## src/rtl/clamp_gen_pkg.sv

```systemverilog
package clamp_gen_pkg;
  typedef enum logic [1:0] {
    CG_IDLE   = 2'd0,
    CG_WAIT   = 2'd1,
    CG_ACTIVE = 2'd2
  } cg_state_e;
endpackage

```

## src/rtl/clamp_sync_edge.sv

```systemverilog
// Converts sync to "active" sense and flags the trailing transition.
module clamp_sync_edge (
  input  logic clk,
  input  logic rst,
  input  logic hsync_in,
  input  logic hs_pol,
  output logic trail
);
  logic act;
  logic act_q;

  assign act = hs_pol ? hsync_in : ~hsync_in;

  always_ff @(posedge clk) begin
    if (rst) act_q <= 1'b0;
    else     act_q <= act;
  end

  // active in the previous sample, inactive now
  assign trail = act_q & ~act & ~rst;
endmodule

```

## src/rtl/clamp_window_fsm.sv

```systemverilog
// Wait / open sequencer with a registered enable.
module clamp_window_fsm
  import clamp_gen_pkg::*;
#(
  parameter int CNT_W     = 8,
  parameter int DEF_DUR   = 20
) (
  input  logic             clk,
  input  logic             rst,
  input  logic             trail,
  input  logic [CNT_W-1:0] placement,
  input  logic [CNT_W-1:0] duration,
  output logic             clamp_en
);
  localparam logic [CNT_W-1:0] DUR_RST = CNT_W'(DEF_DUR);

  cg_state_e        state_q, state_n;
  logic [CNT_W-1:0] wcnt_q, wcnt_n;
  logic [CNT_W-1:0] rem_q, rem_n;
  logic [CNT_W-1:0] dur_q, dur_n;

  always_comb begin
    state_n = state_q;
    wcnt_n  = wcnt_q;
    rem_n   = rem_q;
    dur_n   = dur_q;
    if (trail) begin
      dur_n = duration;
      if (duration == '0) begin
        state_n = CG_IDLE;
      end else if (placement == '0) begin
        state_n = CG_ACTIVE;
        rem_n   = duration - 1'b1;
      end else begin
        state_n = CG_WAIT;
        wcnt_n  = placement - 1'b1;
      end
    end else begin
      unique case (state_q)
        CG_WAIT: begin
          if (wcnt_q == '0) begin
            state_n = CG_ACTIVE;
            rem_n   = dur_q - 1'b1;
          end else begin
            wcnt_n = wcnt_q - 1'b1;
          end
        end
        CG_ACTIVE: begin
          if (rem_q == '0) state_n = CG_IDLE;
          else             rem_n   = rem_q - 1'b1;
        end
        default: state_n = CG_IDLE;
      endcase
    end
  end

  always_ff @(posedge clk) begin
    if (rst) begin
      state_q  <= CG_IDLE;
      wcnt_q   <= '0;
      rem_q    <= '0;
      dur_q    <= DUR_RST;
      clamp_en <= 1'b0;
    end else begin
      state_q  <= state_n;
      wcnt_q   <= wcnt_n;
      rem_q    <= rem_n;
      dur_q    <= dur_n;
      clamp_en <= (state_n == CG_ACTIVE);
    end
  end
endmodule

```

## src/rtl/clamp_target_sel.sv

```systemverilog
// Registered per-channel target code: ground or midscale.
module clamp_target_sel #(
  parameter int NCH    = 3,
  parameter int CODE_W = 8
) (
  input  logic                    clk,
  input  logic                    rst,
  input  logic [NCH-1:0]          mid_sel,
  output logic [NCH*CODE_W-1:0]   clamp_target
);
  localparam logic [CODE_W-1:0] CODE_MID = CODE_W'(1) << (CODE_W - 1);
  localparam logic [CODE_W-1:0] CODE_GND = '0;

  for (genvar ch = 0; ch < NCH; ch++) begin : g_ch
    always_ff @(posedge clk) begin
      if (rst) clamp_target[ch*CODE_W +: CODE_W] <= '0;
      else     clamp_target[ch*CODE_W +: CODE_W] <= mid_sel[ch] ? CODE_MID : CODE_GND;
    end
  end
endmodule

```

## src/rtl/clamp_window_gen.sv

```systemverilog
module clamp_window_gen #(
  parameter int CNT_W   = 8,
  parameter int NCH     = 3,
  parameter int CODE_W  = 8,
  parameter int DEF_DUR = 20
) (
  input  logic                  clk,
  input  logic                  rst,
  input  logic                  hsync_in,
  input  logic                  hs_pol,
  input  logic [CNT_W-1:0]      placement,
  input  logic [CNT_W-1:0]      duration,
  input  logic [NCH-1:0]        mid_sel,
  output logic                  clamp_en,
  output logic [NCH*CODE_W-1:0] clamp_target
);
  logic trail;

  clamp_sync_edge u_edge (
    .clk      (clk),
    .rst      (rst),
    .hsync_in (hsync_in),
    .hs_pol   (hs_pol),
    .trail    (trail)
  );

  clamp_window_fsm #(
    .CNT_W   (CNT_W),
    .DEF_DUR (DEF_DUR)
  ) u_fsm (
    .clk       (clk),
    .rst       (rst),
    .trail     (trail),
    .placement (placement),
    .duration  (duration),
    .clamp_en  (clamp_en)
  );

  clamp_target_sel #(
    .NCH    (NCH),
    .CODE_W (CODE_W)
  ) u_tgt (
    .clk          (clk),
    .rst          (rst),
    .mid_sel      (mid_sel),
    .clamp_target (clamp_target)
  );
endmodule

```

## config.mk

```make
export PLATFORM = sky130hd
export DESIGN_NAME = clamp_window_gen
export DESIGN_NICKNAME = d
export VERILOG_FILES = /design/src/rtl/clamp_gen_pkg.sv /design/src/rtl/clamp_sync_edge.sv /design/src/rtl/clamp_window_fsm.sv /design/src/rtl/clamp_target_sel.sv /design/src/rtl/clamp_window_gen.sv
export SDC_FILE = /design/constraint.sdc
export NUM_CORES = 1
export LEC_CHECK = 0
export ABC_AREA = 1
export ABC_CLOCK_PERIOD_IN_PS = 1700
export CAP_MARGIN = 25
export CORE_MARGIN = 1
export CORE_UTILIZATION = 47
export CTS_BUF_LIST = sky130_fd_sc_hd__clkbuf_4
export DETAILED_ROUTE_END_ITERATION = 16
export GPL_ROUTABILITY_DRIVEN = 0
export PLACE_DENSITY = 0.75
export SLEW_MARGIN = 15
export SYNTH_ARGS = -nofsm -noshare
export SYNTH_HDL_FRONTEND = slang
export SYNTH_HIERARCHICAL = 1
export SYNTH_SLANG_ARGS = --single-unit
```

## constraint.sdc

```tcl
create_clock -name clk -period 1.7 [get_ports clk]
set_input_delay 0.17 -clock clk [delete_from_list [all_inputs] [get_ports clk]]
set_output_delay 0.17 -clock clk [all_outputs]
set_load 0.03 [all_outputs]
```

; ---- Yosys cells after proc, flatten, opt, wreduce, memory -nomap -nowiden
; Index checks and enable logic that the tools add are counted.
; Widths: inputs -> output; s select.
[totals]
wordCells = 57
regBits = 52
input_bits = 23
output_inout_bits = 25
[op_classes]
muxes = 21
n_addsub = 5
eq_ne = 9
n_bitwise = 5
n_reduce_logical = 8
[op_table]
columns = cell, n
row1 = $mux 8, 13
row2 = $sub 8x1->8 const B, 5
row3 = $logic_not 8->1, 4
row4 = $pmux 8 s2, 1
row5 = $mux 2, 5
row6 = $ne 2x2->1 const B, 3
row7 = $reduce_and 5->1, 1
row8 = $eq 2x2->1 const B, 2
row9 = $pmux 2 s2, 1
row10 = $reduce_and 4->1, 1
row11 = $ne 3x2->1 const B, 1
row12 = $ne 3x3->1 const B, 1
row13 = $not 1->1, 3
row14 = $reduce_bool 3->1, 1
row15 = $and 1x1->1, 2
row16 = $eq 2x1->1 const B, 1
row17 = $ne 2x1->1 const B, 1
row18 = $reduce_bool 2->1, 1
row19 = $mux 1, 1

; ---- Longest topological paths before layout
; Gate-level depths: netlist of run 1.
[depth]
depth_word = 7
depth_mapped = 17
ltp_nobuf = 15

; ---- By module
; Netlist of run 1, hierarchy kept.
[by_module_without_submodules]
columns = mod, area_per_inst_um2, seq_area_each_um2, instances, cells_each
row1 = clamp_window_fsm, 1861.8, 540.5, 1, 287
row2 = clamp_target_sel, 244.0, 60.1, 1, 31
row3 = clamp_sync_edge, 70.1, 20.0, 1, 13

; ---- Least setup slack after synthesis of run 1
; OpenSTA, ideal clock, no wires.
[synth_path]
path_kind = register -> register
start = register u_fsm.state_q[0]
end = register u_fsm.rem_q[4]
required_ns = 1.589
stages_incl_launch_ff = 16
setup_time_ns = 0.111
path_slack_ns = -0.071
t_arrival_ns = 1.659
synth_period_minus_slack_ns = 1.771
path_buffers = 1
path_cell_list = dfxtp_1 > inv_1 > ha_1 > buf_6 > nor2_1 > nor2_1 > nand2_1 > nand2_2 > inv_2 > ha_1 > inv_1 > nor2_4 > nand2_1 > xnor2_1 > nor2_1 > nor2_1
[synth_between]
elab_chain_cells = 3
word_cells_on_any_way = 8
cone_classes = eq/ne: 4 / mux: 2 / reduce/logical: 2
[synth_rtl]
columns = item, line
row1 = start: declaration, clamp_window_fsm.sv:17  ; cg_state_e state_q, state_n;
row2 = start signal: assignment, clamp_window_fsm.sv:65  ; state_q <= state_n;
row3 = $eq 2x2->1 / $eq 2x1->1 (equally long branches), clamp_window_fsm.sv:39  ; unique case (state_q)
row4 = "$ne 3x3->1 (no source line), or another cell as far along", --
row5 = $reduce_and 5->1 (no source line) / $mux 8 (equally long branches), --
row6 = end signal: assignment, clamp_window_fsm.sv:67  ; rem_q <= rem_n;
row7 = end: declaration, clamp_window_fsm.sv:19  ; logic [CNT_W-1:0] rem_q, rem_n;
; Parallel ways exist; a longest one is shown, timed or not.
; A chain may end at the register's enable or synchronous reset.

; ---- Final worst setup path of run 1
[layout_path]
start = register u_edge.act_q
end = register u_fsm.rem_q[4]
[layout_between]
elab_chain_cells = 4
word_cells_on_any_way = 9
cone_classes = eq/ne: 4 / mux: 1 / bitwise: 2 / reduce/logical: 2
[layout_rtl]
columns = item, line
row1 = start: declaration, clamp_sync_edge.sv:10  ; logic act_q;
row2 = start signal: assignment, clamp_sync_edge.sv:16  ; else act_q <= act;
row3 = $and 1x1->1 * (2 in series), clamp_sync_edge.sv:20  ; assign trail = act_q & ~act & ~rst;
row4 = via trail, clamp_window_gen.sv:17  ; logic trail;
row5 = "$ne 3x3->1 (no source line), or another cell as far along", --
row6 = $reduce_and 5->1 (no source line), --
; The timed path passes the listed nets; every way through them passes the cells marked *.

==> results of run 1 <==
[what timing repair did]
item / in CTS / in global routing
endpoints found under the setup margin: 9 / 13
setup buffers: 2 / 2
pin swaps: 3 / 14
gates cloned: 1 / 0
gates resized for setup: 10 / 28
[where the power goes]
group	switching, mW	leakage [nW]	total (mW)	internal (mW)
combinational	0.350	1.09	0.614	0.264
clock	0.251	0.0307	0.420	0.169
sequential	0.0279	0.254	0.792	0.764
[routing by layer]
layer | up-vias | track usage [%]
li1 | 1110 | -
met1 | 928 | 26.5
met2 | 55 | 32.7
met3 | 10 | 5.48
met4 | 0 | 8.89
met5 | - | 0
[final cells by class]
cell class,count,area [sq um],share of cell area (%)
Multi-Input combinational cell,251,1350,47.4
Sequential cell,31,624,22.0
Timing Repair Buffer,67,604,21.3
Inverter,38,145,5.12
Tap cell,52,65.1,2.29
Clock buffer,6,45.0,1.59
Clock inverter,2,7.51,0.265
[kinds of logic after synthesis]
kind of cell | Yosys count
AO/OA/AOI/OAI | 43
XOR/XNOR | 5
adder cells (fa/ha/maj) | 4
buffers and inverters | 69
flip-flops | 31
multiplexers | 2
other | 1
AND/OR/NAND/NOR | 176
[worst max path at each step]
stage                     start        endpoint  slack [ns]  cells past startpoint
3_3_place_gp           hsync_in  u_fsm/rem_q[4]       -0.45                     17
5_1_grt            u_edge/act_q  u_fsm/rem_q[6]       -0.12                     15
6_report           u_edge/act_q  u_fsm/rem_q[4]     -0.0006                     14
4_1_cts        u_fsm/state_q[0]  u_fsm/rem_q[4]      -0.003                     14
3_5_place_dp             hs_pol  u_fsm/rem_q[4]       -0.50                     17
2_1_floorplan  u_fsm/state_q[0]  u_fsm/rem_q[4]       0.003                     13
[sequential cells by signal (all words and copies together) (netlist names)]
register / count
u_fsm/state_q: 2
u_fsm/rem_q: 8
u_fsm/dur_q: 8
u_fsm/wcnt_q: 8
u_edge/act_q: 1
u_fsm/clamp_en: 1
u_tgt/clamp_target: 3
[cell usage after synthesis]
library cell	count
o21ai_1	9
nor2_1	45
buf_2	1
nand3_1	11
o21ai_0	10
a21oi_2	2
nand3_2	3
ha_1	4
or2_2	1
dfxtp_1	31
o211ai_1	1
and2_1	2
conb_1	1
buf_6	6
nand2_2	5
nand4_1	1
mux2i_1	1
o21ai_2	3
nor3_1	1
xor2_1	2
clkbuf_1	1
o21bai_1	1
inv_1	33
nor2_2	4
a21boi_4	1
a31oi_1	2
xnor2_1	3
inv_2	5
nand2_1	93
mux2i_2	1
or2_1	3
buf_4	23
nor2_4	5
nand2_4	2
a21oi_1	14
[metrics by stage]
stage / cell area (sq um) / TNS [ns]
6_report: 2840 / -0.000578
2_1_floorplan: 2270 / 0
3_3_place_gp: 2630 / -5.88
5_1_grt: 2840 / -0.545
4_1_cts: 2720 / -0.00293
3_5_place_dp: 2630 / -6.70
[tightest hold or removal path, cell delays in order]
cell            delay, ns
dlymetal6s2s_1       0.11
buf_4                0.22
a21oi_2              0.05
==> results.cfg, run 1 <==
[drt]
drt-initial-drc-count = 147
wl_met3_microns = 237
ant_nets = 0
wl_met1_mm = 2.27
wl_per_cell_microns = 10.7
routed_via_density = 4.70
vias = 2103
first_pass_iters = 4
drc = 0
wl_met2_mm = 2.17
drt-total-wl_mm = 4.77
topRoutingLayerUsed = met4

[grt]
grt_pass1_wl_mm = 8.03
first_global_vias = 1886
overflow = 0
grt_start_max_net_pins = 14
grt_antenna_before_repair = 0
grt_usage_pct = 20.7

[outcome]
status = finished with violations
violations = negative setup slack

[worst_setup_path]
cp_num_buf_inv = 3
r2r_end = u_fsm/rem_q[4]
crit_required_ns = 1.95
cp_max_fo = 7
worstSetupEndpointType = flip-flop
path_class = reg2reg
startpoint_type = flip-flop
cp.arrival_ns = 1.95
reg2regPathDepth = 14
slowest_delay_ns = 0.33
cp_top_family = simple AND/OR/NAND/NOR gates
cp_slowest_cell = dfxtp_2
reg2reg_setup_slack_ns = -0.0006
crit_path_cell_trace = nand2_2 -> nor2_4 -> buf_6 -> nor2_1 -> nand2_1 -> nand2_2 -> inv_2 -> ha_4 -> inv_2 -> nor2_4 -> nand2_2 -> xnor2_1 -> nor2_1 -> nor2_1
r2r_start = u_edge/act_q

[synthesis]
ys.warnings.count = 6
synthXorXnorAreaFrac_pct = 2.01
syn_area_per_cell_sq_um = 6.57
synth_cell_types = 35
synthSimpleGateAreaFrac_pct = 36.2
synth.area.mux_share_pct = 1.09
ys_seq_elements = 31
synth-adder-area-share_pct = 2.30
synthTopCellsByArea = dfxtp_1 29%, nand2_1 16%, buf_4 7.9%, nor2_1 7.8%, inv_1 5.7%
synth_area_sq_um = 2180
synth_compound_area_share_pct = 11.7
synth_top_family_by_area = simple AND/OR/NAND/NOR gates
synthesis.instances = 331
synth_largest_area_cell = dfxtp_1
synth-seq-area-share_pct = 28.5
synth_top_area_share_pct = 28.5

[timing]
holdWs_ns = 0.244
setup_violations = 1
final_max_slew_viol_count = 0
layout_setup_ws_ns = -0.000578
rsz0062_at_grt = yes
period_needed_ns = 1.70
hold_viol = 0
period_share_pct = 100
skew_ns = 0.0175
max_freq_mhz = 588

[layout]
antenna_cells = 0
final_common_cell = nand2_1
area_growth_pct = 30.4
drive_gt1_share_pct = 26.8
final_nets = 421
utilization_pct = 64.3
fillers = 408
layout_common_cells = 78 x nand2_1, 44 x nor2_1, 36 x buf_4
layout.cells.non_filler = 447

[placed_design]
dp_hpwl_mm = 3.61
dp.cells = 434
pre_cts_slack_ns = -0.497
port_buffers = 26

[power_and_ir_drop]
ir_worst_vdd_mv = 0.352
total_power_mw = 1.83
cellLeakagePower_nw = 1.38
power_density_nw_per_um2 = 644

[die]
die_w_microns = 70.0
row_count = 24
io_pins = 48
die-area_sq_um = 4910
initial_core_util_pct = 49.3
core_area_sq_um = 4410
die_y_microns = 70.0

[clocking]
path_clk_slew_ns = 0.11
cts_sinks = 31
clockBufferDepth = 2
cts_tree = built
cts_made_buffers = 5
cts_hold_buf = 0
htreeDepth = 2
clock_latency_ns = 0.34
clockRootBuffer = clkbuf_4

[min_path]
hold_path_depth = 3
holdPathEnd = u_fsm/state_q[1]
hp-class = in2reg
min-delay-start = rst

[run]
maxCapViolCount = 0
Power figures use the tool's default switching activity.
==> run 2, diff against run 1 <==
--- a/config.mk
+++ b/config.mk
@@ -6,11 +6,10 @@
 export NUM_CORES = 1
 export LEC_CHECK = 0
 export ABC_AREA = 1
-export ABC_CLOCK_PERIOD_IN_PS = 1700
 export CAP_MARGIN = 25
 export CORE_MARGIN = 1
 export CORE_UTILIZATION = 47
-export CTS_BUF_LIST = sky130_fd_sc_hd__clkbuf_4
+export CTS_BUF_LIST = sky130_fd_sc_hd__clkbuf_8
 export DETAILED_ROUTE_END_ITERATION = 16
 export GPL_ROUTABILITY_DRIVEN = 0
 export PLACE_DENSITY = 0.75
==> run 2 against run 1 <==
  * The run still ends with negative setup slack left
  * Critical path depth is the same
  * Sequential power barely moved
  * Highest routed layer unchanged
  * Utilization is 2.9 points higher
==> results.cfg, run 2 (same netlist as run 1, synthesis figures left out) <==
[timing]
fin_setup_tns_ns = -0.00590
holdWs_ns = 0.301
period_share_pct = 100
setup_violations = 1
rsz0062_at_grt = yes
period_needed_ns = 1.71
layout_setup_ws_ns = -0.00590
final_max_slew_viol_count = 0
skew_ns = 0.0126
max_freq_mhz = 586
hold_viol = 0

[layout]
drive_gt1_share_pct = 29.6
final_nets = 425
final_common_cell = nand2_1
fillers = 384
final_area_sq_um = 2960
utilization_pct = 67.1
top_regs = u_fsm/dur_q (8), u_fsm/rem_q (8), u_fsm/wcnt_q (8)
layout_common_cells = 73 x nand2_1, 45 x nor2_1, 35 x buf_4
area_growth_pct = 36.2
antenna_cells = 0

[clocking]
htreeDepth = 2
path_clk_slew_ns = 0.07
clockBufferDepth = 2
clockRootBuffer = clkbuf_8
clock_latency_ns = 0.29
cts_sinks = 31
cts_hold_buf = 0
cts_made_buffers = 5
cts_tree = built

[drt]
drt-initial-drc-count = 116
ant_nets = 0
vias = 2149
first_pass_iters = 5
wl_met2_mm = 2.34
drc = 0
topRoutingLayerUsed = met4
wl_met1_mm = 2.40
routed_via_density = 4.76
drt-total-wl_mm = 5.12
wl_met3_microns = 267
wl_per_cell_microns = 11.4

[power_and_ir_drop]
pwr-share-seq_pct = 37.8
power_frac_comb_pct = 31.6
p_int_mw = 1.42
switching_power_mw = 0.682
switching_share_pct = 32.5
ir_worst_vdd_mv = 0.519
power_density_nw_per_um2 = 709
total_power_mw = 2.10
cellLeakagePower_nw = 1.44
power_frac_clock_pct = 30.6

[placed_design]
dp_hpwl_mm = 3.61
port_buffers = 26
postPlaceCellArea_sq_um = 2630

[die]
initial_core_util_pct = 49.3
die_w_microns = 70.0
die-area_sq_um = 4910
row_count = 24
io_pins = 48
die_y_microns = 70.0
core_area_sq_um = 4410

[grt]
grt_antenna_before_repair = 0
first_global_vias = 1912
grt_start_max_net_pins = 14
grt_usage_pct = 21.0
grt_pass1_wl_mm = 8.16
overflow = 0

[worst_setup_path]
cp_slowest_cell = dfxtp_2
crit_required_ns = 1.90
r2r_end = u_fsm/rem_q[4]
cp-startpoint = u_edge/act_q
reg2regPathDepth = 14
cp.arrival_ns = 1.90
path_class = reg2reg
r2r_start = u_edge/act_q
worstSetupEndpointType = flip-flop
startpoint_type = flip-flop
cp_max_fo = 7
slowest_delay_ns = 0.32
crit_path_cell_trace = nand2_2 -> nor2_4 -> buf_6 -> nor2_1 -> nand2_1 -> nand2_2 -> inv_2 -> ha_4 -> inv_2 -> nor2_4 -> nand2_2 -> xnor2_1 -> nor2_1 -> nor2_1
reg2reg_setup_slack_ns = -0.006

[outcome]
violations = negative setup slack
status = finished with violations

[min_path]
holdPathEnd = u_edge/act_q
hp-class = in2reg
hold_path_depth = 4
min-delay-start = hs_pol

[run]
maxCapViolCount = 0
-- run 2: changes by cell type in the layout (fill, tap and decap cells not counted), sizes merged --
| cell | change |
|---|---|
| buf | +4 |
| inv | +1 |
| clkinv | -2 |
| clkbuf | +1 |
-- run 2: worst max-delay path by stage --
stage                           endpoint  slack (ns)
after floorplan           u_fsm/rem_q[4]       0.003
after global placement    u_fsm/rem_q[4]       -0.45
after detailed placement  u_fsm/rem_q[4]       -0.50
after CTS                 u_fsm/rem_q[4]      -0.008
after global routing      u_fsm/rem_q[6]       -0.13
final                     u_fsm/rem_q[4]      -0.006
-- run 2: repair_timing --
| action | CTS | global route |
|---|---|---|
| pin swaps | 5 | 22 |
| setup endpoints to repair | 16 | 14 |
| gates cloned | 1 | 0 |
| buffers inserted | 3 | 5 |
| resized for setup | 16 | 36 |
-- run 2: power by group through the flow --
stage,sequential (mW),clock [mW],combinational [mW]
finish,0.794,0.643,0.664
floorplan,0.806,0,0.424
detailed placement,0.806,0,0.568
global placement,0.806,0,0.562
global route,0.797,0.682,0.729
CTS,0.790,0.649,0.588
-- run 2: critical path: cells and delay by family, from the launching register on --
kind | cells | cell delay, ns
adder cells (fa/ha/maj) | 1 | 0.13
XOR/XNOR | 1 | 0.12
AND/OR/NAND/NOR | 9 | 0.75
buffers and inverters | 3 | 0.28
flip-flops | 1 | 0.32
-- run 2: area by class of cell --
cell class,instances,area (sq um),share of cell area (%)
timing repair buffer,71,653,22.0
sequential,31,624,21.1
multi-input combinational,251,1370,46.3
inverter,38,150,5.07
clock buffer,7,96.3,3.25
tap,52,65.1,2.20
clock inverter,1,3.75,0.127
-- run 2: routing by layer --
layer | track usage (%) | vias up
li1 | - | 1112
met1 | 26.4 | 959
met2 | 33.7 | 68
met3 | 5.48 | 10
met4 | 9.33 | 0
met5 | 0 | -
-- run 2: through the flow --
step	worst slack (ns)	cells
CTS	-0.00824	446
detailed placement	-0.497	434
floorplan	0.00313	351
finish	-0.00590	451
global placement	-0.449	434
global route	-0.125	451
==> run 3, diff against run 2 <==
--- a/config.mk
+++ b/config.mk
@@ -13,7 +13,6 @@
 export DETAILED_ROUTE_END_ITERATION = 16
 export GPL_ROUTABILITY_DRIVEN = 0
 export PLACE_DENSITY = 0.75
-export SLEW_MARGIN = 15
 export SYNTH_ARGS = -nofsm -noshare
 export SYNTH_HDL_FRONTEND = slang
 export SYNTH_HIERARCHICAL = 1
==> results of run 3 <==
No change in the layout: final DEF, timing and power equal those of run 2.
